--- config.mk ---
export PLATFORM = sky130hd
export DESIGN_NAME = ocmp_chan
export DESIGN_NICKNAME = d
export VERILOG_FILES = /design/src/rtl/ocmp_chan.sv
export SDC_FILE = /design/constraint.sdc
export NUM_CORES = 1
export LEC_CHECK = 0
export BUFFER_PORTS_ARGS = -buffer_cell sky130_fd_sc_hd__buf_4
export CAP_MARGIN = 20
export CORE_MARGIN = 10
export CORE_UTILIZATION = 49
export CTS_BUF_LIST = sky130_fd_sc_hd__clkbuf_2 sky130_fd_sc_hd__clkbuf_4 sky130_fd_sc_hd__clkbuf_8
export CTS_CLUSTER_SIZE = 10
export DETAILED_ROUTE_END_ITERATION = 12
export GPL_ROUTABILITY_DRIVEN = 0
export PLACE_DENSITY_LB_ADDON = 0.05
export SETUP_SLACK_MARGIN = 0.3
export SLEW_MARGIN = 20
export SYNTH_ARGS = -nofsm -noshare
export SYNTH_HDL_FRONTEND = slang
export SYNTH_SLANG_ARGS = --single-unit
--- constraint.sdc ---
create_clock -name clk -period 2 [get_ports clk]
set_input_delay 0.3 -clock clk [delete_from_list [all_inputs] [get_ports clk]]
set_output_delay 0.3 -clock clk [all_outputs]
set_load 0.005 [all_outputs]
--- src/rtl/ocmp_chan.sv ---
module ocmp_chan #(
  parameter int BYTE_W = 8
) (
  input  logic                clk,
  input  logic                rst_n,
  input  logic                wr_en,
  input  logic [1:0]          addr,
  input  logic [BYTE_W-1:0]   wdata,
  output logic [BYTE_W-1:0]   rdata,
  input  logic [2*BYTE_W-1:0] cnt,
  input  logic [1:0]          act_sel,
  input  logic                force_req,
  output logic                match_stb,
  output logic                match_flag,
  output logic                pin_toggle,
  output logic                pin_clear,
  output logic                pin_set
);
  localparam int CW = 2 * BYTE_W;
  localparam logic [1:0] A_HI  = 2'd0;
  localparam logic [1:0] A_LO  = 2'd1;
  localparam logic [1:0] A_FLG = 2'd2;

  logic [CW-1:0] cmp_q;
  logic          inh_q;
  logic          flag_q;
  logic          fire;

  wire wr_hi  = wr_en && addr == A_HI;
  wire wr_lo  = wr_en && addr == A_LO;
  wire wr_clr = wr_en && addr == A_FLG && wdata[0];

  always_ff @(posedge clk or negedge rst_n) begin
    if (!rst_n) begin
      cmp_q  <= '1;
      inh_q  <= 1'b0;
      flag_q <= 1'b0;
    end else begin
      if (wr_hi) cmp_q[CW-1:BYTE_W] <= wdata;
      if (wr_lo) cmp_q[BYTE_W-1:0]  <= wdata;
      inh_q <= wr_hi;
      if (match_stb)   flag_q <= 1'b1;
      else if (wr_clr) flag_q <= 1'b0;
    end
  end

  assign match_stb  = (cmp_q == cnt) && !inh_q;
  assign match_flag = flag_q;
  assign fire       = match_stb || force_req;
  assign pin_toggle = fire && act_sel == 2'b01;
  assign pin_clear  = fire && act_sel == 2'b10;
  assign pin_set    = fire && act_sel == 2'b11;

  always_comb begin
    case (addr)
      A_HI:    rdata = cmp_q[CW-1:BYTE_W];
      A_LO:    rdata = cmp_q[BYTE_W-1:0];
      A_FLG:   rdata = {{(BYTE_W-1){1'b0}}, flag_q};
      default: rdata = '0;
    endcase
  end
endmodule

After elaboration in Yosys (flattened, before gate mapping)
Index checks and enable logic that the tools add are counted.
{"block": "word_totals", "reg_bits": 18, "out_inout_bits": 13, "elab_cells": 25}
{"block": "op_classes", "n_eq_ne": 6, "mux": 3, "reduce_logical": 12}
{"op": "case mux 8 bit (3 select lines)", "count": 1}
{"op": "== test 16 bit", "count": 1}
{"op": "logical AND 1 bit", "count": 8}
{"op": "== test 2 bit (second input constant)", "count": 3}
{"op": "== test 2 x 1 -> 1 bit (second input constant)", "count": 2}
{"op": "logical NOT 2 bit", "count": 1}
{"op": "two-way mux 1 bit", "count": 2}
{"op": "nonzero test 2 bit", "count": 1}
{"op": "logical NOT 1 bit", "count": 1}
{"op": "logical OR 1 bit", "count": 1}

Depth between registers and ports, before layout
Gate-level depths: netlist (run 1).
{"block": "depth", "word_depth": 5, "ltp_mapped": 4, "ltp_nobuf": 4}

Least setup slack after synthesis (run 1)
Ideal clock, no wire load.
{"block": "synth_timing", "path_type": "register to output", "start": "register cmp_q[10]", "end": "output pin_toggle", "arrival_ns": 1.339, "t_required_ns": 1.700, "slack_ns": 0.361, "path_stages_with_launch": 5, "n_path_buf": 0, "path_cell_list": "dfstp_2 -> xor2_1 -> nor4_2 -> nand2_2 -> o41ai_2"}
{"block": "synth_via", "elab_chain_len": 4}
{"element": "start: declaration", "line_no": "24", "text": "logic [CW-1:0] cmp_q;"}
{"element": "start signal: indexed assignment", "line_no": "39", "text": "if (wr_hi) cmp_q[CW-1:BYTE_W] <= wdata;"}
{"element": "start signal: indexed assignment", "line_no": "40", "text": "if (wr_lo) cmp_q[BYTE_W-1:0] <= wdata;"}
{"element": "== test 16 bit", "line_no": "47", "text": "assign match_stb = (cmp_q == cnt) && !inh_q;"}
{"element": "logical AND 1 bit", "line_no": "47"}
{"element": "logical OR 1 bit", "line_no": "49", "text": "assign fire = match_stb || force_req;"}
{"element": "logical AND 1 bit", "line_no": "50", "text": "assign pin_toggle = fire && act_sel == 2'b01;"}
{"element": "end: declaration", "line_no": "15", "text": "output logic pin_toggle,"}
Every way passes these cells.

Worst setup path after layout (run 1)
Same ends and word-level chain as after synthesis.

==> flow_metrics.tcl, run 1 <==
set metrics [dict create \
    cp-startpoint "cmp_q[10]" \
    track_usage_pct 12.94 \
    share_of_post_route_cells_with_drive_strength_above_1_pct 66.67 \
    grt_start_max_net_pins 19 \
    hold_depth 2 \
    post_placement_cell_count 161 \
    cts.htree.levels 1 \
    place_worst_setup_slack_ns 0.07650 \
    timing.setup.tns_ns -0.6213 \
    cts_buffers 3 \
    yosys_register_bits 18 \
    worstPathArrival_ns 1.87 \
    post_synth_inst_count 91 \
    hpwlAfterDp_mm 2.254 \
    synth-adder-area-share_pct 0 \
    flow.area_growth_from_synthesis_pct 46.14 \
    finalHoldViolations 0 \
    clk_pin_slew_worst_paths_ns 0.11 \
    via_count 866 \
    violations "negative setup slack" \
    wire_per_inst_um 16.91 \
    coreArea_mm2 0.002022 \
    mux_contribution_to_synthesized_area_pct 24.36 \
    synth_xor_xnor_area_share_pct 13.11 \
    iteration_0_drc_markers 45 \
    timing.reg2reg.setup_slack_ns 0.41 \
    die-width_um 66.70 \
    finalHoldWorstSlack_ns 0.2286 \
    maxCapViolations 0 \
    worstReg2RegEnd "match_flag" \
    number_of_warning_messages_in_the_yosys_log 0 \
    drc 0 \
    ios 45 \
    setup_violations 4 \
    main_combinational_cell_family_by_area_after_synthesis "multiplexers" \
    final_critical_path_setup_slack_ns -0.1670 \
    cts_num_sinks 18 \
    post_synth_and_or_nand_nor_area_fraction_pct 12.30 \
    syn_avg_cell_area_um2 11.74 \
    ir_drop_mv 0.6423 \
    rsz_0062_raised_after_global_routing "true" \
    p_leak_nw 0.7112 \
    die_height_um 66.70 \
    hold_path_startpoint "wdata[3]" \
    detail_route.wirelength_mm 2.891 \
    r2r.worst_path.cells 5 \
    syn-cell-area_mm2 0.001069 \
    grt_first_pass_wirelength_mm 4.512 \
    timing.final.crit_period_ns 2.167 \
    power_density_mw_per_mm2 710.6 \
    post_synth_num_cell_types 23 \
    ant_nets 0 \
    filler_free_cell_count_of_the_finished_design 171 \
    r2r-start "cmp_q[1]" \
    share_of_the_yosys_chip_area_belonging_to_registers_pct 44.03 \
    routed_via_count_divided_by_cell_count 5.064 \
    end_kind "output pin" \
    later_pin_clock_latency_in_the_skew_report_ns 0.31 \
    worst_hold_path_type "input pin to flop" \
    nNetsFinal 177 \
    critPathLaunchType "flop" \
    run_status "complete, but fails checks" \
    required_ns 1.70 \
    ctsRootBufferMaster "sky130_fd_sc_hd__clkbuf_4" \
    slew_violations 0 \
    drt_first_pass_iters 4 \
    clock_tree.buffer_depth 2 \
    crit_path_max_fanout 4 \
    hold_end "cmp_q[3]" \
    complex_gate_fraction_of_the_synthesized_area_pct 4.567 \
    finClkSkew_ns 0.009106 \
    timing.max_slew.rel_slack_pct 69.34 \
    initial_utilization_pct 52.85 \
    syn_nets 123 \
    first_global_vias 956 \
    min_period_over_period_pct 108.4 \
    globalRouteOverflowTotal 0 \
    category_of_the_most_critical_setup_path "flop to output pin" \
    num_rows 16 \
    worst-slew-pin-transition_ns 0.4584 \
    timing.fmax_mhz 461.5 \
    antenna_found_initial 0 \
    portBuffers 44 \
    insertedDiodeCount 0 \
    cts_tree "done" \
    die_area_mm2 0.004448 \
]
## worst max-delay path by stage
stage | to | depth (start not counted)
after global placement | pin_toggle | 5
after CTS | pin_toggle | 5
after detailed placement | pin_toggle | 5
after floorplan | pin_toggle | 4
final | pin_toggle | 5
after global routing | pin_toggle | 5
## kinds of logic (layout without fill, tap and decap cells)
| logic type | Yosys count | count (layout) |
|---|---|---|
| xor+xnor | 16 | 16 |
| simple gates | 24 | 24 |
| mux | 24 | 24 |
| flops | 18 | 18 |
| compound gates | 5 | 5 |
| buf+inv | 4 | 57 |
## final cells by class
cell class                      count  area [um2]
Multi-Input combinational cell     69       620.6
Sequential cell                    18       470.5
Fill cell                         143       460.4
Timing Repair Buffer               52       396.6
Clock buffer                        4       36.28
Tap cell                           27       33.78
Inverter                            1       3.754
## synthesized netlist by cell type
library cell	instances	area [um2]
sky130_fd_sc_hd__buf_2	2	10.01
sky130_fd_sc_hd__clkbuf_1	1	3.750
sky130_fd_sc_hd__dfrtp_1	2	50.05
sky130_fd_sc_hd__dfstp_2	16	420.4
sky130_fd_sc_hd__inv_1	1	3.750
sky130_fd_sc_hd__mux2_2	16	180.2
sky130_fd_sc_hd__mux2i_1	8	80.08
sky130_fd_sc_hd__nand2_1	3	11.26
sky130_fd_sc_hd__nand2_2	1	6.260
sky130_fd_sc_hd__nand3_1	1	5.000
sky130_fd_sc_hd__nand3b_1	3	22.52
sky130_fd_sc_hd__nand4_1	1	6.260
sky130_fd_sc_hd__nand4b_1	1	8.760
sky130_fd_sc_hd__nor2_1	9	33.78
sky130_fd_sc_hd__nor3_1	1	5.000
sky130_fd_sc_hd__nor3b_1	1	7.510
sky130_fd_sc_hd__nor4_1	2	12.51
sky130_fd_sc_hd__nor4_2	1	12.51
sky130_fd_sc_hd__o21ai_0	2	10.01
sky130_fd_sc_hd__o22ai_1	1	6.260
sky130_fd_sc_hd__o32ai_2	1	16.27
sky130_fd_sc_hd__o41ai_2	1	16.27
sky130_fd_sc_hd__xor2_1	16	140.1
## report_power, final
part / total (mW) / internal [mW] / switching (mW)
logic: 0.346 / 0.203 / 0.143
clock network: 0.233 / 0.111 / 0.122
registers: 0.530 / 0.473 / 0.0570
## per-layer routing
layer  track usage, %  routed length, um  up-vias
met4            4.712                 30        0
met2            20.85               1367       31
met5                0                  0        -
li1                 -                  -      425
met3            4.849                276        3
met1            15.21               1217      407
## cells in the final DEF (no fill, tap or decap)
cell type | synthesis | routed
sky130_fd_sc_hd__nand3b_1 | 3 | 3
sky130_fd_sc_hd__o22ai_1 | 1 | 1
sky130_fd_sc_hd__nand3_1 | 1 | 1
sky130_fd_sc_hd__nand4b_1 | 1 | 1
sky130_fd_sc_hd__o41ai_2 | 1 | 1
sky130_fd_sc_hd__o21ai_0 | 2 | 2
sky130_fd_sc_hd__nand2_1 | 3 | 3
sky130_fd_sc_hd__nor2_1 | 9 | 8
sky130_fd_sc_hd__dlygate4sd3_1 | 0 | 1
sky130_fd_sc_hd__nor3b_1 | 1 | 1
sky130_fd_sc_hd__buf_4 | 0 | 50
sky130_fd_sc_hd__dfstp_2 | 16 | 16
sky130_fd_sc_hd__inv_1 | 1 | 1
sky130_fd_sc_hd__o32ai_2 | 1 | 1
sky130_fd_sc_hd__nor4_2 | 1 | 1
sky130_fd_sc_hd__nand2_2 | 1 | 1
sky130_fd_sc_hd__buf_6 | 0 | 1
sky130_fd_sc_hd__mux2_2 | 16 | 16
sky130_fd_sc_hd__nand4_1 | 1 | 1
sky130_fd_sc_hd__clkbuf_8 | 0 | 1
sky130_fd_sc_hd__xor2_1 | 16 | 13
sky130_fd_sc_hd__nor4_4 | 0 | 1
sky130_fd_sc_hd__dfrtp_1 | 2 | 2
sky130_fd_sc_hd__nor3_1 | 1 | 1
sky130_fd_sc_hd__mux2i_1 | 8 | 8
sky130_fd_sc_hd__clkbuf_4 | 0 | 3
sky130_fd_sc_hd__nor4_1 | 2 | 1
sky130_fd_sc_hd__nor2_2 | 0 | 1
sky130_fd_sc_hd__xor2_2 | 0 | 3
## state kept, by name, indices dropped and copies added (netlist names)
signal,cells
cmp_q,16
inh_q,1
match_flag,1
## timing repair
action | CTS | global route
endpoints found under the setup margin | 4 | 5
endpoints found under the hold margin | 2 | 0
resized for setup | 3 | 4
hold buffers | 1 | 0
cloned | 0 | 0
pin swaps | 11 | 7
setup buffers | 3 | 2
## worst max-delay path, cell delays in order (launching register included)
cell and delay, ns:
sky130_fd_sc_hd__dfstp_2 0.58, sky130_fd_sc_hd__xor2_2 0.08, sky130_fd_sc_hd__nor4_4 0.30, sky130_fd_sc_hd__nand2_2 0.14, sky130_fd_sc_hd__o41ai_2 0.30, sky130_fd_sc_hd__buf_4 0.16
## through the flow
stage	cell area, um2	total power, mW	utilization (%)
2_1_floorplan	1069	0.6977	-
3_3_place_gp	1434	0.8292	70.92
3_5_place_dp	1434	0.8404	70.92
4_1_cts	1526	1.093	75.50
5_1_grt	1562	1.176	77.23
6_report	1562	1.110	77.23
(Power assumes the default switching activity.)
==> run 2, diff against run 1 <==
- BUFFER_PORTS_ARGS: -buffer_cell sky130_fd_sc_hd__buf_4 -> default
- CORE_UTILIZATION: 49 -> 50
- DONT_BUFFER_PORTS: default -> 1
==> run 2 against run 1 <==
Effect of this change: critical path type unchanged; clock power down 21%; the flow still finishes with violations (negative setup slack); global-route usage is 0.34 points lower; non-clock buffer count down 44; die area fell by 1.4%; total power decreased by 14%; critical endpoint unchanged; fmax increased by 6.8%; wire length shrank 5.8%; utilization down 16 points; sequential share of layout area up 8.3 points; critical path depth is the same; via count fell by 16%; combinational power is 29% lower.
==> flow_metrics.tcl, run 2 (synthesis gave the netlist of run 1 again) <==
set metrics [dict create \
    run_status "complete, but fails checks" \
    violations "negative setup slack" \
    stdcell_area_mm2 0.001224 \
    post_placement_cell_count 117 \
    critPathLaunchType "flop" \
    worst_hold_path_type "input pin to flop" \
    timing.setup.tns_ns -0.05243 \
    routed_via_count_divided_by_cell_count 5.754 \
    timing.max_slew.rel_slack_pct 43.59 \
    cts.htree.levels 1 \
    initial_utilization_pct 53.38 \
    grt_first_pass_wirelength_mm 4.222 \
    p_total_mw 0.9595 \
    worst-slew-pin-transition_ns 0.8434 \
    finalHoldViolations 0 \
    cts_tree "done" \
    min_period_over_period_pct 101.5 \
    hold_path_startpoint "wdata[0]" \
    die-width_um 66.23 \
    worstPathArrival_ns 1.73 \
    timing.fmax_mhz 492.8 \
    largest_reg_flops 16 \
    first_global_vias 804 \
    grt_start_max_net_pins 19 \
    clock_tree.buffer_depth 2 \
    dpl-instance-area_mm2 0.001104 \
    finClkSkew_ns 0.01044 \
    power_density_mw_per_mm2 784.1 \
    timing.reg2reg.setup_slack_ns 0.47 \
    coreArea_mm2 0.002002 \
    slew_violations 0 \
    end_kind "output pin" \
    rsz_0062_raised_after_global_routing "true" \
    r2r-start "cmp_q[3]" \
    share_of_post_route_cells_with_drive_strength_above_1_pct 52.53 \
    hold_depth 1 \
    r2r.worst_path.cells 5 \
    drt_first_pass_iters 4 \
    portBuffers 0 \
    hpwlAfterDp_mm 2.059 \
    insertedDiodeCount 0 \
    antenna_found_initial 0 \
    maxCapViolations 0 \
    finalHoldWorstSlack_ns 0.1456 \
    later_pin_clock_latency_in_the_skew_report_ns 0.29 \
    drc 0 \
    wire_per_inst_um 21.60 \
    largest_register "cmp_q" \
    setup_violations 3 \
    hold_end "cmp_q[0]" \
    layout.cells.most_common_list "sky130_fd_sc_hd__mux2_2 (16), sky130_fd_sc_hd__dfstp_2 (16), sky130_fd_sc_hd__xor2_1 (15)" \
    ant_nets 0 \
    globalRouteOverflowTotal 0 \
    num_rows 16 \
    clk_pin_slew_worst_paths_ns 0.11 \
    ios 45 \
    iteration_0_drc_markers 48 \
    detail_route.wirelength_mm 2.722 \
    die_height_um 66.23 \
    via_count 725 \
    filler_free_cell_count_of_the_finished_design 126 \
    layout.core_utilization_pct 61.12 \
    nNetsFinal 133 \
    cts_buffers 3 \
    die_area_mm2 0.004386 \
    required_ns 1.70 \
    place_worst_setup_slack_ns 0.1498 \
    category_of_the_most_critical_setup_path "flop to output pin" \
    cts_num_sinks 18 \
    timing.final.crit_period_ns 2.029 \
    track_usage_pct 12.60 \
    p_leak_nw 0.5039 \
    crit_path_max_fanout 3 \
    ctsRootBufferMaster "sky130_fd_sc_hd__clkbuf_4" \
    ir_drop_mv 0.4902 \
    final_critical_path_setup_slack_ns -0.02917 \
    worstReg2RegEnd "match_flag" \
    flow.area_growth_from_synthesis_pct 14.52 \
]
-- run 2: cell count changes in the layout (fill, tap and decap cells not counted), moves of 2 or more --
cell	delta
sky130_fd_sc_hd__buf_4	-43
sky130_fd_sc_hd__nor4_2	+2
sky130_fd_sc_hd__xor2_1	+2
sky130_fd_sc_hd__xor2_2	-2
-- run 2: where the power goes --
part           switching, mW  total [mW]  internal (mW)
sequential            0.0557       0.529          0.473
clock                  0.115       0.185         0.0700
combinational          0.113       0.246          0.133
-- run 2: layer usage --
metal | vias to the layer above | global-route usage (%) | routed length, um
li1 | 340 | - | -
met1 | 354 | 13.84 | 1088
met2 | 29 | 20.22 | 1288
met4 | 0 | 3.927 | 17
met5 | - | 0 | 0
met3 | 2 | 6.949 | 328
-- run 2: area by class of cell --
| class | count | area, um2 |
|---|---|---|
| Sequential cell | 18 | 470.5 |
| Fill cell | 158 | 778.2 |
| Multi-Input combinational cell | 69 | 630.6 |
| Timing Repair Buffer | 8 | 62.56 |
| Tap cell | 27 | 33.78 |
| Clock buffer | 3 | 22.52 |
| Inverter | 1 | 3.754 |
-- run 2: worst max-delay path: stages (launching register included) --
cell and delay, ns:
sky130_fd_sc_hd__dfstp_2 0.57, sky130_fd_sc_hd__xor2_2 0.07, sky130_fd_sc_hd__nor4_2 0.25, sky130_fd_sc_hd__buf_4 0.17
sky130_fd_sc_hd__nand2_4 0.06, sky130_fd_sc_hd__o41ai_4 0.32
-- run 2: worst max-delay path by stage --
stage                     slack (ns)  cells after the start      start         end
final                          -0.03                      5  cmp_q[14]  pin_toggle
after global routing           -0.16                      5   cmp_q[3]   match_stb
after CTS                      -0.11                      5  cmp_q[14]  pin_toggle
after detailed placement        0.15                      4  cmp_q[10]  pin_toggle
after global placement          0.20                      4  cmp_q[10]  pin_toggle
after floorplan                 0.36                      4  cmp_q[10]  pin_toggle
-- run 2: repair_timing --
action	in CTS	in global routing
hold buffers	1	0
endpoints found under the setup margin	4	5
setup buffers	2	3
hold endpoints to repair	18	0
cloned	0	0
resized for setup	0	8
pin swaps	3	5
==> run 3, diff against run 2 <==
--- a/config.mk
+++ b/config.mk
@@ -14,5 +14,5 @@
 export DONT_BUFFER_PORTS = 1
 export GPL_ROUTABILITY_DRIVEN = 0
-export PLACE_DENSITY_LB_ADDON = 0.05
+export PLACE_DENSITY = 0.68
 export SETUP_SLACK_MARGIN = 0.3
 export SLEW_MARGIN = 20
==> constraint.sdc (replaced) <==
create_clock -name clk -period 2 [get_ports clk]
set_input_delay 0.3 -clock clk [delete_from_list [all_inputs] [get_ports clk]]
set_output_delay 0.3 -clock clk [all_outputs]
set_load 0.05 [all_outputs]
==> run 3 against run 2 <==
Effect of this change: the flow still finishes with violations (negative setup slack); highest routed layer unchanged; clock power is 14% higher; sequential power about the same; final cell count grew 11%; worst setup slack worse by 0.27 ns; via count increased by 6.9%; count of clock-buffer cells in the layout grew 1; wire length up 2.8%; sequential share of layout area fell by 4.5 points.
==> flow_metrics.tcl, run 3 (synthesis gave the netlist of run 1 again) <==
set metrics [dict create \
    power.clock.fraction_pct 19.0 \
    run_status "complete, but fails checks" \
    worst_path_largest_cell_delay_ns 0.56 \
    layout.cells.most_common_list "sky130_fd_sc_hd__xor2_1 (16), sky130_fd_sc_hd__mux2_2 (16), sky130_fd_sc_hd__dfstp_2 (16), sky130_fd_sc_hd__buf_4 (16)" \
    timing.max_slew.rel_slack_pct 45.57 \
    finalHoldWorstSlack_ns 0.1403 \
    p_total_mw 1.107 \
    critPathLaunchType "flop" \
    crit_path_max_fanout 4 \
    nNetsFinal 146 \
    detail_route.wirelength_mm 2.799 \
    crit_path_leading_delay_family "flip-flops" \
    cts.htree.levels 1 \
    place_worst_setup_slack_ns -0.1385 \
    category_of_the_most_critical_setup_path "flop to output pin" \
    p_leak_nw 0.5781 \
    timing.final.crit_period_ns 2.302 \
    coreArea_mm2 0.002002 \
    cts_num_sinks 18 \
    die-width_um 66.23 \
    timing.critical_path.buf_inv 1 \
    clock_tree.buffer_depth 2 \
    final_critical_path_setup_slack_ns -0.3015 \
    ir_drop_mv 0.5365 \
    worstPathArrival_ns 2.00 \
    ios 45 \
    timing.setup.tns_ns -1.085 \
    portBuffers 0 \
    setup_violations 4 \
    maxCapViolations 0 \
    timing.fmax_mhz 434.5 \
    routed_via_count_divided_by_cell_count 5.536 \
    worstPathCellList "xor2_1 -> nor4_2 -> nand3_2 -> o41ai_4 -> buf_12" \
    end_kind "output pin" \
    finClkSkew_ns 0.009036 \
    initial_utilization_pct 53.38 \
    ctsRootBufferMaster "sky130_fd_sc_hd__clkbuf_4" \
    track_usage_pct 12.49 \
    first_global_vias 872 \
    grt_start_max_net_pins 19 \
    largest_register "cmp_q" \
    cts_tree "done" \
    iteration_0_drc_markers 37 \
    worst_path_max_delay_cell "sky130_fd_sc_hd__dfstp_2" \
    cts_buffers 3 \
    p_sw_share_pct 33.89 \
    flow.area_growth_from_synthesis_pct 29.63 \
    worst-slew-pin-transition_ns 0.8138 \
    later_pin_clock_latency_in_the_skew_report_ns 0.30 \
    seq_power_share_pct 47.8 \
    stdcell_area_mm2 0.001385 \
    slew_violations 0 \
    grt_first_pass_wirelength_mm 4.181 \
    die_height_um 66.23 \
    wire_per_inst_um 19.99 \
    largest_reg_flops 16 \
    rsz_0062_raised_after_global_routing "true" \
    hpwlAfterDp_mm 2.246 \
    required_ns 1.70 \
    violations "negative setup slack" \
    min_period_over_period_pct 115.1 \
    insertedDiodeCount 0 \
    ant_nets 0 \
    dpl-instance-area_mm2 0.001318 \
    die_area_mm2 0.004386 \
    via_count 775 \
    num_rows 16 \
    power.switching_mw 0.3753 \
    nFillCells 160 \
    internal_power_mw 0.7322 \
    share_comb_of_total_power_pct 33.1 \
    drc 0 \
    drt_first_pass_iters 2 \
    worst_hold_path_type "input pin to flop" \
    antenna_found_initial 0 \
    globalRouteOverflowTotal 0 \
    clk_pin_slew_worst_paths_ns 0.11 \
    finalHoldViolations 0 \
    power_density_mw_per_mm2 799.5 \
    share_of_post_route_cells_with_drive_strength_above_1_pct 57.52 \
]
==> run 3: layout make-up <==
cell class / instances / area (um2) / share of cell area [%]
multi-input cells: 69 / 636.9 / 45.98
flip-flops and latches: 18 / 470.5 / 33.97
repair buffers: 21 / 210.2 / 15.18
well taps: 27 / 33.78 / 2.439
clock buffers: 4 / 30.03 / 2.168
inverters: 1 / 3.754 / 0.2710
==> run 3: power by group through the flow <==
stage	Combinational, mW	Clock [mW]	Sequential, mW
after global routing	0.394	0.232	0.538
after floorplan	0.268	0	0.521
after detailed placement	0.338	0	0.538
after global placement	0.332	0	0.532
final	0.367	0.211	0.530
after CTS	0.363	0.216	0.530
==> run 3: per-layer routing <==
layer,vias to the layer above,wire (um),global-route usage [%]
met4,0,19,3.141
met2,25,1440,22.01
met3,2,277,6.780
met5,-,0,0
met1,378,1062,12.46
li1,370,-,-
==> run 3: timing repair <==
action,4_1_cts,5_1_grt
pin swaps,3,1
endpoints found under the setup margin,5,5
setup buffers,1,1
hold endpoints to repair,18,0
hold buffers,1,0
gates resized for setup,2,0
==> run 3: final timing paths <==
| path | startpoint | endpoint | slack (ns) | cells past startpoint |
|---|---|---|---|---|
| min reg2reg | cmp_q[15] | cmp_q[15] | 0.64 | 1 |
| min | wdata[6] | cmp_q[14] | 0.14 | 1 |
| max reg2reg | cmp_q[13] | match_flag | 0.36 | 5 |
| max in group asynchronous | rst_n | inh_q | 0.99 | 1 |
| min in group asynchronous | rst_n | match_flag | 0.52 | 1 |
| max | cmp_q[13] | pin_toggle | -0.30 | 5 |
==> run 3: worst register-to-register path, cell delays in order (launching register included) <==
cell                      delay [ns]
sky130_fd_sc_hd__dfstp_2        0.56
sky130_fd_sc_hd__xor2_1         0.08
sky130_fd_sc_hd__nor4_2         0.32
sky130_fd_sc_hd__nand3_2        0.24
sky130_fd_sc_hd__buf_4          0.22
sky130_fd_sc_hd__o21ai_0        0.15
==> run 3: stage by stage <==
stage	cells	util, %
6_report	140	69.19
5_1_grt	140	69.19
4_1_cts	139	68.81
3_5_place_dp	133	65.81
3_3_place_gp	133	65.81
2_1_floorplan	91	-
